**src/rtl/dac_upd_pkg.sv**
```systemverilog
package dac_upd_pkg;
    localparam int BYTE_W = 8;

    localparam logic [1:0] ADDR_CTRL = 2'd0;
    localparam logic [1:0] ADDR_HI   = 2'd1;
    localparam logic [1:0] ADDR_LO   = 2'd2;

    localparam logic [2:0] MODE_RISE = 3'd4;
    localparam logic [2:0] MODE_FALL = 3'd5;
    localparam logic [2:0] MODE_BOTH = 3'd6;
    localparam logic [2:0] MODE_IMM  = 3'd7;

    typedef struct packed {
        logic       en;
        logic [2:0] mode;
        logic       retain;
        logic [1:0] range;
    } ctrl_t;

    localparam ctrl_t CTRL_RST = '{en: 1'b0, mode: 3'd0, retain: 1'b0, range: 2'b10};
endpackage

```
**src/rtl/dac_strobe_sync.sv**
```systemverilog
module dac_strobe_sync #(
    parameter int STAGES = 2
) (
    input  logic clk,
    input  logic rst_n,
    input  logic strobe_i,
    output logic rise_o,
    output logic fall_o
);
    logic [STAGES-1:0] sync_d, sync_q;
    logic              prev_d, prev_q;

    always_comb begin
        sync_d = {sync_q[STAGES-2:0], strobe_i};
        prev_d = sync_q[STAGES-1];
    end

    always_ff @(posedge clk or negedge rst_n) begin
        if (!rst_n) begin
            sync_q <= '0;
            prev_q <= 1'b0;
        end else begin
            sync_q <= sync_d;
            prev_q <= prev_d;
        end
    end

    assign rise_o =  sync_q[STAGES-1] & ~prev_q;
    assign fall_o = ~sync_q[STAGES-1] &  prev_q;
endmodule

```
**src/rtl/dac_event_sel.sv**
```systemverilog
module dac_event_sel
    import dac_upd_pkg::*;
#(
    parameter int NUM_TMR = 4
) (
    input  logic [2:0]         mode,
    input  logic [NUM_TMR-1:0] tmr_ovf,
    input  logic               str_rise,
    input  logic               str_fall,
    input  logic               hi_write,
    output logic               evt_o
);
    logic [NUM_TMR-1:0] tmr_hit;

    for (genvar k = 0; k < NUM_TMR; k++) begin : g_tmr
        assign tmr_hit[k] = (mode == 3'(k)) && tmr_ovf[k];
    end

    always_comb begin
        case (mode)
            MODE_RISE: evt_o = str_rise;
            MODE_FALL: evt_o = str_fall;
            MODE_BOTH: evt_o = str_rise | str_fall;
            MODE_IMM:  evt_o = hi_write;
            default:   evt_o = |tmr_hit;
        endcase
    end
endmodule

```
**src/rtl/dac_update_ctrl.sv**
```systemverilog
module dac_update_ctrl
    import dac_upd_pkg::*;
#(
    parameter int DAC_W       = 10,
    parameter int NUM_TMR     = 4,
    parameter int SYNC_STAGES = 2
) (
    input  logic               clk,
    input  logic               rst_por_n,
    input  logic               rst_sys_n,
    input  logic               wr_en,
    input  logic [1:0]         wr_addr,
    input  logic [7:0]         wr_data,
    input  logic [NUM_TMR-1:0] tmr_ovf,
    input  logic               strobe_i,
    output logic [7:0]         ctrl_o,
    output logic [7:0]         hi_o,
    output logic [7:0]         lo_o,
    output logic               dac_en_o,
    output logic [1:0]         range_o,
    output logic [DAC_W-1:0]   dac_code_o
);
    localparam int LO_BITS = DAC_W - BYTE_W;

    typedef struct packed {
        ctrl_t              ctrl;
        logic [BYTE_W-1:0]  hi;
        logic [BYTE_W-1:0]  lo;
        logic [DAC_W-1:0]   latch;
    } state_t;

    state_t st_d, st_q;
    logic   str_rise, str_fall, hi_write, upd_evt;
    logic [DAC_W-1:0] latch_w;

    dac_strobe_sync #(.STAGES(SYNC_STAGES)) u_sync (
        .clk      (clk),
        .rst_n    (rst_por_n),
        .strobe_i (strobe_i),
        .rise_o   (str_rise),
        .fall_o   (str_fall)
    );

    assign hi_write = wr_en && (wr_addr == ADDR_HI);

    dac_event_sel #(.NUM_TMR(NUM_TMR)) u_evt (
        .mode     (st_q.ctrl.mode),
        .tmr_ovf  (tmr_ovf),
        .str_rise (str_rise),
        .str_fall (str_fall),
        .hi_write (hi_write),
        .evt_o    (upd_evt)
    );

    always_comb begin
        st_d = st_q;
        if (!rst_sys_n) begin
            if (!st_q.ctrl.retain) begin
                st_d.ctrl  = CTRL_RST;
                st_d.hi    = '0;
                st_d.lo    = '0;
                st_d.latch = '0;
            end
        end else begin
            if (upd_evt) begin
                if (st_q.ctrl.mode == MODE_IMM)
                    st_d.latch = {wr_data, st_q.lo[BYTE_W-1 -: LO_BITS]};
                else
                    st_d.latch = {st_q.hi, st_q.lo[BYTE_W-1 -: LO_BITS]};
            end
            if (wr_en) begin
                case (wr_addr)
                    ADDR_CTRL: st_d.ctrl = ctrl_t'({wr_data[7:3], wr_data[1:0]});
                    ADDR_HI:   st_d.hi   = wr_data;
                    ADDR_LO:   st_d.lo   = wr_data;
                    default:   ;
                endcase
            end
        end
    end

    always_ff @(posedge clk or negedge rst_por_n) begin
        if (!rst_por_n) begin
            st_q <= '{ctrl: CTRL_RST, hi: '0, lo: '0, latch: '0};
        end else begin
            st_q <= st_d;
        end
    end

    assign latch_w    = st_q.latch;
    assign ctrl_o     = {st_q.ctrl.en, st_q.ctrl.mode, st_q.ctrl.retain, 1'b0, st_q.ctrl.range};
    assign hi_o       = st_q.hi;
    assign lo_o       = st_q.lo;
    assign dac_en_o   = st_q.ctrl.en;
    assign range_o    = st_q.ctrl.range;
    assign dac_code_o = st_q.ctrl.en ? st_q.latch : '0;
endmodule

```
**config.mk**
```make
export PLATFORM = sky130hd
export DESIGN_NAME = dac_update_ctrl
export DESIGN_NICKNAME = d
export VERILOG_FILES = /design/src/rtl/dac_upd_pkg.sv /design/src/rtl/dac_strobe_sync.sv /design/src/rtl/dac_event_sel.sv /design/src/rtl/dac_update_ctrl.sv
export SDC_FILE = /design/constraint.sdc
export NUM_CORES = 1
export LEC_CHECK = 0
export BUFFER_PORTS_ARGS = -buffer_cell sky130_fd_sc_hd__buf_2
export CAP_MARGIN = 10
export CORE_MARGIN = 10
export CORE_UTILIZATION = 51
export CTS_BUF_LIST = sky130_fd_sc_hd__clkbuf_2 sky130_fd_sc_hd__clkbuf_4 sky130_fd_sc_hd__clkbuf_8
export DETAILED_ROUTE_END_ITERATION = 16
export GPL_TIMING_DRIVEN = 0
export PLACE_DENSITY = 0.88
export SLEW_MARGIN = 0
export SYNTH_ARGS = -nofsm -noshare
export SYNTH_HDL_FRONTEND = slang
export SYNTH_HIERARCHICAL = 1
export SYNTH_SLANG_ARGS = --single-unit
export TNS_END_PERCENT = 1
```
**constraint.sdc**
```tcl
create_clock -name clk -period 2.63 [get_ports clk]
set_clock_uncertainty 0.15 [all_clocks]
set_input_delay 0.1315 -clock clk [delete_from_list [all_inputs] [get_ports clk]]
set_output_delay 0.1315 -clock clk [all_outputs]
set_load 0.02 [all_outputs]
```
==> flow_summary.toml, run 1 <==
[run_status]
status = "complete, no violations"

[placement]
placed_cell_area_sq_mm = 0.00198
dp_hpwl_mm = 3.15
routabilityCongestion = 0.784
portBuffers = 54

[final_layout]
fin_area_sq_mm = 0.00216
area_growth_pct = 30.3
layout_common_cells = "62 x buf_2, 44 x nand2_1, 35 x dfrtp_1"
utilization_pct = 70.1
insertedDiodeCount = 0
final_common_cell = "buf_2"
nets = 253
drive_gt1_share_pct = 34.5

[sta]
whs_ns = 0.191
finalCritPeriodShare_pct = 90.7
fmaxAchievable_mhz = 419
setup_tns_ns = 0
worstMarginPinSlew_ns = 0.775
slew_headroom_pct = 48.3
period_needed_ns = 2.38
finalSetupViolCount = 0
rsz0062_at_grt = "false"
hold_viol_final = 0
slew_viol_final = 0

[min_path]
min_path_type = "in -> reg"

[run]
cap_violations = 0

[floorplan]
dieArea_sq_mm = 0.00592
fp.coreArea_sq_mm = 0.00308
die_h_um = 77.0
die_w_um = 77.0
io_pins = 56
num_rows = 20
initial_utilization_pct = 53.8

[worst_setup_path]
cp-start-kind = "flip-flop"
crit_arrival_ns = 2.49
cp_max_fo = 10
worstPathRequired_ns = 2.73
end_kind = "flip-flop"
r2r_slack_ns = 0.25
crit_type = "reg -> reg"

[power]
ir_drop_mv = 0.351
p_leak_nw = 1.15
powerDensity_mw_per_mm2 = 546
power_mw = 1.18

[global_route]
antenna_found_initial = 0
grt_pass1_wl_mm = 7.10
grt_start_max_net_pins = 37
first_global_vias = 1496
grt_overflow = 0
grtUsageTotal_pct = 14.3

[synth]
yosysTopAreaCell = "dfrtp_1"
yosysTopAreaCellShare_pct = 52.9
syn_nets = 181
postSynthCellCount = 162
synth.area.top_cells = "dfrtp_1 53%, nand2_1 10%, mux2i_1 6.0%"
syn_area_sq_mm = 0.00166
synth-seq-cells = 36
synth_area_per_cell_sq_um = 10.2
synth.distinct_cells = 28
ys_warn_count = 6
synth-seq-area-share_pct = 54.5

[clock_network]
clk_latency_ns = 0.33
cts.sinks = 36
htreeDepth = 2
cts_resized = 0
cts_buffers = 5
clockBufferDepth = 2
clk_root_buffer_cell = "clkbuf_4"
cts_tree = "yes"
cts_hold_buffers = 11
clkSlewWorstSetupHoldPaths_ns = 0.09
cts_setup_buffers = 0

[route]
wl_per_cell_um = 14.8
first_iter_violations = 59
drtAntennaViolNets = 0
wirelength_mm = 4.14
vias = 1428
drc = 0
avgViaCountPerCell = 5.12
first_pass_iters = 4
synth_stat cells:
master	instances
dfstp_2	1
buf_2	8
clkbuf_1	1
and3b_1	1
and2_4	1
and4bb_2	1
o21ai_1	9
inv_1	1
and2_1	10
a32o_1	2
and4b_1	2
and2b_2	1
mux2i_1	10
nand3_1	1
o2bb2ai_1	8
nand3b_1	1
nand2_1	44
buf_4	4
mux4_2	1
nor3_1	1
or2_1	1
conb_1	1
dfrtp_1	35
buf_6	1
mux2_2	1
o21ai_0	13
nor2b_1	1
a221o_1	1
sequential cells by signal (all words and copies together) (netlist names):
| register | cells |
|---|---|
| latch_w | 10 |
| hi_o | 8 |
| lo_o | 8 |
| ctrl_o | 4 |
| range_o | 2 |
| u_sync/sync_q | 2 |
| dac_en_o | 1 |
| u_sync/prev_q | 1 |
power breakdown:
| part | total [mW] | switching [mW] | internal, mW |
|---|---|---|---|
| clock | 0.321 | 0.168 | 0.153 |
| combinational | 0.235 | 0.140 | 0.0951 |
| sequential | 0.622 | 0.0288 | 0.594 |
final timing paths:
check | startpoint | to | cells after the start
min | wr_en | range_o[1] | 4
max in group asynchronous | rst_por_n | latch_w[5] | 2
max reg2reg | u_sync/prev_q | latch_w[5] | 7
min in group asynchronous | rst_por_n | lo_o[5] | 2
min reg2reg | u_sync/sync_q[0] | u_sync/sync_q[1] | 0
max | u_sync/prev_q | latch_w[5] | 7
cell families (layout without fill, tap and decap cells):
kind of cell / after synthesis / after routing / share of synthesized area (%)
AND/OR/NAND/NOR: 65 / 65 / 19.1
flip-flops: 36 / 36 / 54.5
AO/OA/AOI/OAI: 33 / 33 / 12.7
buffers and inverters: 15 / 88 / 5.37
multiplexers: 12 / 12 / 8.09
other: 1 / 1 / 0.227
worst max-delay path, cell delays in order, from the launching register on:
cell	delay [ns]
dfrtp_1	0.39
and2b_2	0.20
mux4_2	0.46
a221o_1	0.41
nand2_1	0.26
and2_4	0.20
buf_6	0.12
o2bb2ai_1	0.12
stage by stage:
stage / cells / worst slack [ns]
floorplan: 162 / 0.374
global placement: 260 / 0.345
detailed placement: 260 / 0.285
CTS: 279 / 0.253
global route: 279 / 0.161
finish: 279 / 0.245
routing by layer:
metal,up-vias,track usage (%),part of all wire [%]
met5,-,0,0
met4,0,2.92,1.2
met3,7,6.41,8.9
met2,50,24.1,49
met1,683,16.5,41
li1,688,-,-
cell type report:
class | instances | area, sq um
fillers | 253 | 921
clock buffers | 8 | 66.3
repair buffers | 65 | 380
plain buffers | 14 | 85.1
flip-flops and latches | 36 | 902
inverters | 1 | 3.75
well taps | 44 | 55.1
multi-input cells | 111 | 664
Note: power is estimated with default switching activity, not from simulation.
==> run 2, diff against run 1 <==
- ABC_AREA: not set -> 1
- CORE_UTILIZATION: 51 -> 53
- PLACE_DENSITY: 0.88 -> 0.89
==> run 2 against run 1 <==
  * Clock power rose by 22%
  * First-iteration DRC count is 46% higher
  * Synthesized area grew 11%
  * Sequential power decreased by 1%
  * Flip-flop and latch count unchanged
  * Synthesized cell count up 49%
  * Global-route usage rose by 1.9 points
  * Core utilization rose by 0.63 points
  * Critical path type is now in -> reg
  * Combinational power hardly changed
  * Via count is 28% higher
==> flow_summary.toml, run 2 <==
[synth]
synth_async_sr_flop_share_pct = 100
postSynthCellCount = 241
synth-seq-area-share_pct = 49.0
synth-seq-cells = 36
yosysTopAreaCellShare_pct = 47.6
synth_edf_count = 0
syn_area_sq_mm = 0.00184
yosysTopAreaCell = "dfrtp_1"
synth_area_per_cell_sq_um = 7.64
syn_nets = 260
yosysMostFrequentCell = "nand2_1"
synth-main-ff-cell = "dfrtp_1"
synth.distinct_cells = 18
synth_common_cells = "71 x nand2_1, 45 x nand3_1, 35 x dfrtp_1, 33 x inv_1, 23 x nand4_1"
ys_warn_count = 6
synth.area.top_cells = "dfrtp_1 48%, nand2_1 14%, nand3_1 12%"

[sta]
whs_ns = 0.0265
hold_viol_final = 0
finalCritPeriodShare_pct = 71.8
setup_tns_ns = 0
period_needed_ns = 1.89
finalSetupViolCount = 0
fmaxAchievable_mhz = 530
slew_headroom_pct = 48.5
worstMarginPinSlew_ns = 0.772
rsz0062_at_grt = "false"
slew_viol_final = 0

[route]
wl_met3_um = 431
vias = 1833
drtAntennaViolNets = 0
avgViaCountPerCell = 5.11
maxUsedRoutingLayer = "met4"
wl_per_cell_um = 13.7
first_pass_iters = 4
wirelength_mm = 4.90
first_iter_violations = 86
met2_wirelength_mm = 2.39
drc = 0
wl_met1_mm = 1.99

[floorplan]
initial_utilization_pct = 55.2
dieArea_sq_mm = 0.00623
die_w_um = 79.0
num_rows = 21
io_pins = 56
fp.coreArea_sq_mm = 0.00334
die_h_um = 79.0

[power]
p_leak_nw = 1.46
ir_drop_mv = 0.338
powerDensity_mw_per_mm2 = 527

[global_route]
first_global_vias = 1786
antenna_found_initial = 0
grt_pass1_wl_mm = 8.43
grt_start_max_net_pins = 37
grt_overflow = 0
grtUsageTotal_pct = 16.2

[run]
cap_violations = 0

[min_path]
holdPathStages = 4
min_path_type = "in -> reg"
holdCritStartpoint = "wr_addr[0]"

[placement]
placed_cell_area_sq_mm = 0.00216
routabilityCongestion = 0.848
dp_hpwl_mm = 3.64
portBuffers = 52

[clock_network]
clk_latency_ns = 0.35
cts_buffers = 5
htreeDepth = 2
clk_root_buffer_cell = "clkbuf_4"
cts_resized = 0
cts.sinks = 36
cts_tree = "yes"
cts_setup_buffers = 0
clkSlewWorstSetupHoldPaths_ns = 0.12
clockBufferDepth = 2

[final_layout]
area_growth_pct = 28.1
insertedDiodeCount = 0
fin_area_sq_mm = 0.00236
nets = 331
final_common_cell = "nand2_1"
layout_common_cells = "71 x nand2_1, 59 x buf_2, 45 x nand3_1"
largest_register_ffs = 10
drive_gt1_share_pct = 25.2

[run_status]
status = "complete, no violations"

[worst_setup_path]
cp_max_fo = 10
end_kind = "flip-flop"
cp-start-kind = "input port"
crit_type = "in -> reg"
worstPathRequired_ns = 2.76
reg2reg_depth = 10
r2r_start = "ctrl_o[4]"
cp-startpoint = "wr_en"
crit_arrival_ns = 2.02
## run 2: logic make-up (layout without fill, tap and decap cells)
kind of cell / count (synthesis) / in the layout / share of synthesized area [%]
flops: 36 / 36 / 49.0
buf+inv: 50 / 122 / 11.7
compound gates: 2 / 2 / 0.543
simple gates: 152 / 152 / 38.6
other cells: 1 / 1 / 0.204
## run 2: layout make-up
class	count	area (sq um)
buffer	16	87.6
clock buffer	5	37.5
clock inverter	3	42.5
fill	270	977
inverter	34	128
multi-input combinational	155	724
sequential	36	902
tap	46	57.6
timing repair buffer	64	380
## run 2: final timing paths
check / end / slack, ns
min in group asynchronous: range_o[0] / 0.23
worst max register to register: latch_w[9] / 0.96
worst max-delay path: latch_w[4] / 0.74
max in group asynchronous: latch_w[1] / 1.61
worst min register to register: u_sync/sync_q[1] / 0.23
worst min-delay path: dac_en_o / 0.03
## run 2: worst max-delay path: stages
cell           delay [ns]
dlygate4sd3_1        0.52
buf_2                0.19
nand2_1              0.11
nor2_4               0.21
nand3_1              0.12
nand3_1              0.08
nor2_1               0.04
nor2_1               0.11
nand2_1              0.06
inv_1                0.07
buf_2                0.20
nand3_1              0.11
nand2_1              0.07
## run 2: power by group
part | internal (mW) | leakage (nW) | switching (mW) | total [mW]
registers | 0.588 | 0.483 | 0.0262 | 0.614
logic | 0.0811 | 0.933 | 0.157 | 0.238
clock network | 0.198 | 0.0412 | 0.195 | 0.393
## run 2: stage by stage
step / total power [mW] / std cells / setup WS (ns) / util (%)
2_1_floorplan: 0.758 / 241 / 1.06 / -
3_3_place_gp: 0.841 / 339 / 1.00 / 64.7
3_5_place_dp: 0.848 / 339 / 0.962 / 64.7
4_1_cts: 1.25 / 359 / 0.752 / 70.7
5_1_grt: 1.30 / 359 / 0.564 / 70.7
6_report: 1.24 / 359 / 0.742 / 70.7
## run 2: repair_timing
action | in CTS | in global routing
endpoints found under the setup margin | 0 | 0
hold buffers | 12 | 0
endpoints found under the hold margin | 60 | 0
## run 2: layer usage
| metal | global-route usage, % | vias up |
|---|---|---|
| li1 | - | 912 |
| met1 | 19.1 | 838 |
| met2 | 26.2 | 73 |
| met3 | 6.87 | 10 |
| met4 | 5.20 | 0 |
| met5 | 0 | - |
==> run 3, diff against run 2 <==
- clock period: 2.63 -> 1.8 ns (I/O delays scaled with it)
==> run 3 against run 2 <==
  * Die area is the same
  * Wire length grew 16%
  * Register-to-register slack lost 0.77 ns
  * Total power grew 49%
  * Highest routed layer unchanged
==> flow_summary.toml, run 3 (synthesized netlist as in run 2, its figures left out) <==
[worst_setup_path]
r2r-end = "latch_w[4]"
worstPathRequired_ns = 1.90
cp-endpoint = "hi_o[7]"
cp-startpoint = "rst_sys_n"
cp-start-kind = "input port"
cp_max_fo = 10
end_kind = "flip-flop"
reg2reg_depth = 10
r2r_start = "ctrl_o[4]"
crit_type = "in -> reg"
r2r_slack_ns = 0.19
crit_arrival_ns = 1.78

[floorplan]
die_h_um = 79.0
die_w_um = 79.0
fp.coreArea_sq_mm = 0.00334
num_rows = 21
dieArea_sq_mm = 0.00623
io_pins = 56
initial_utilization_pct = 55.2

[sta]
finalSetupViolCount = 0
rsz0062_at_grt = "false"
slew_viol_final = 0
finalCritPeriodShare_pct = 93.6
setup_tns_ns = 0
worstMarginPinSlew_ns = 0.781
hold_viol_final = 0
slew_headroom_pct = 48.0
whs_ns = 0.0926
period_needed_ns = 1.69
fin_ws_ns = 0.115
fmaxAchievable_mhz = 593

[final_layout]
utilization_pct = 73.9
fin_area_sq_mm = 0.00247
final_common_cell = "nand2_1"
nets = 341
final_cells = 369
area_growth_pct = 34.0
layout_common_cells = "71 x nand2_1, 58 x buf_2, 45 x nand3_1"
largest_register_ffs = 10
insertedDiodeCount = 0
drive_gt1_share_pct = 25.4

[placement]
pre_cts_ws_ns = 0.154
placed_cell_area_sq_mm = 0.00216
place_inst = 339
portBuffers = 52
routabilityCongestion = 0.848
dp_hpwl_mm = 3.64

[global_route]
grt_start_max_net_pins = 37
grtUsageTotal_pct = 18.4
grt_pass1_wl_mm = 9.47
grt_overflow = 0
first_global_vias = 1955
antenna_found_initial = 0

[route]
met2_wirelength_mm = 2.79
wl_met1_mm = 2.15
drc = 0
avgViaCountPerCell = 5.36
first_pass_iters = 4
wirelength_mm = 5.71
wl_per_cell_um = 15.5
drtAntennaViolNets = 0
wl_met3_um = 600
maxUsedRoutingLayer = "met4"
vias = 1977
first_iter_violations = 135

[clock_network]
clk_latency_ns = 0.36
cts.sinks = 36
clkSlewWorstSetupHoldPaths_ns = 0.12
cts_buffers = 5
cts_tree = "yes"
clockBufferDepth = 2
clk_root_buffer_cell = "clkbuf_4"
htreeDepth = 2

[run_status]
status = "complete, no violations"

[power]
p_leak_nw = 1.48
ir_drop_mv = 0.590
power_mw = 1.85
powerDensity_mw_per_mm2 = 751

[min_path]
min_path_type = "in -> reg"

[run]
cap_violations = 0
[run 3: changes by cell type in the layout (fill, tap and decap cells not counted), sizes merged]
cell,change
buf,+1
dlygate4sd3,+9
[run 3: power by group]
part,switching [mW],internal (mW)
registers,0.0406,0.859
logic,0.243,0.129
clock network,0.291,0.290
total,0.575,1.28
[run 3: area by class of cell]
class / count / area [sq um]
buffer: 16 / 91.3
tap: 46 / 57.6
timing repair buffer: 74 / 478
clock buffer: 5 / 37.5
sequential: 36 / 903
multi-input combinational: 155 / 729
clock inverter: 3 / 42.5
fill: 248 / 870
inverter: 34 / 128
[run 3: repair_timing]
action                     CTS  global route
setup buffers                0             1
hold buffers                21             0
setup endpoints to repair    0            17
hold endpoints to repair    66             0
resized for setup            0             6
[run 3: worst min path at each step]
stage / from / to / slack (ns) / cells after the start
final: wr_en / ctrl_o[3] / 0.09 / 3
after global routing: wr_en / ctrl_o[3] / 0.12 / 3
after CTS: wr_addr[0] / hi_o[0] / 0.03 / 5
after detailed placement: strobe_i / u_sync/sync_q[0] / 0.05 / 1
after global placement: rst_por_n / range_o[0] / 0.05 / 1
after floorplan: rst_por_n / ctrl_o[3] / -0.36 / 0
[run 3: worst max-delay path, cell delays in order]
cell	delay, ns
dlygate4sd3_1	0.54
buf_4	0.18
clkbuf_2	0.20
nand3_1	0.12
dlygate4sd3_1	0.57
nand2_1	0.08
[run 3: metal layers]
| metal | up-vias | global-route usage, % |
|---|---|---|
| met5 | - | 0 |
| met4 | 0 | 6.63 |
| met3 | 21 | 7.55 |
| met2 | 115 | 30.8 |
| met1 | 905 | 20.7 |
| li1 | 936 | - |
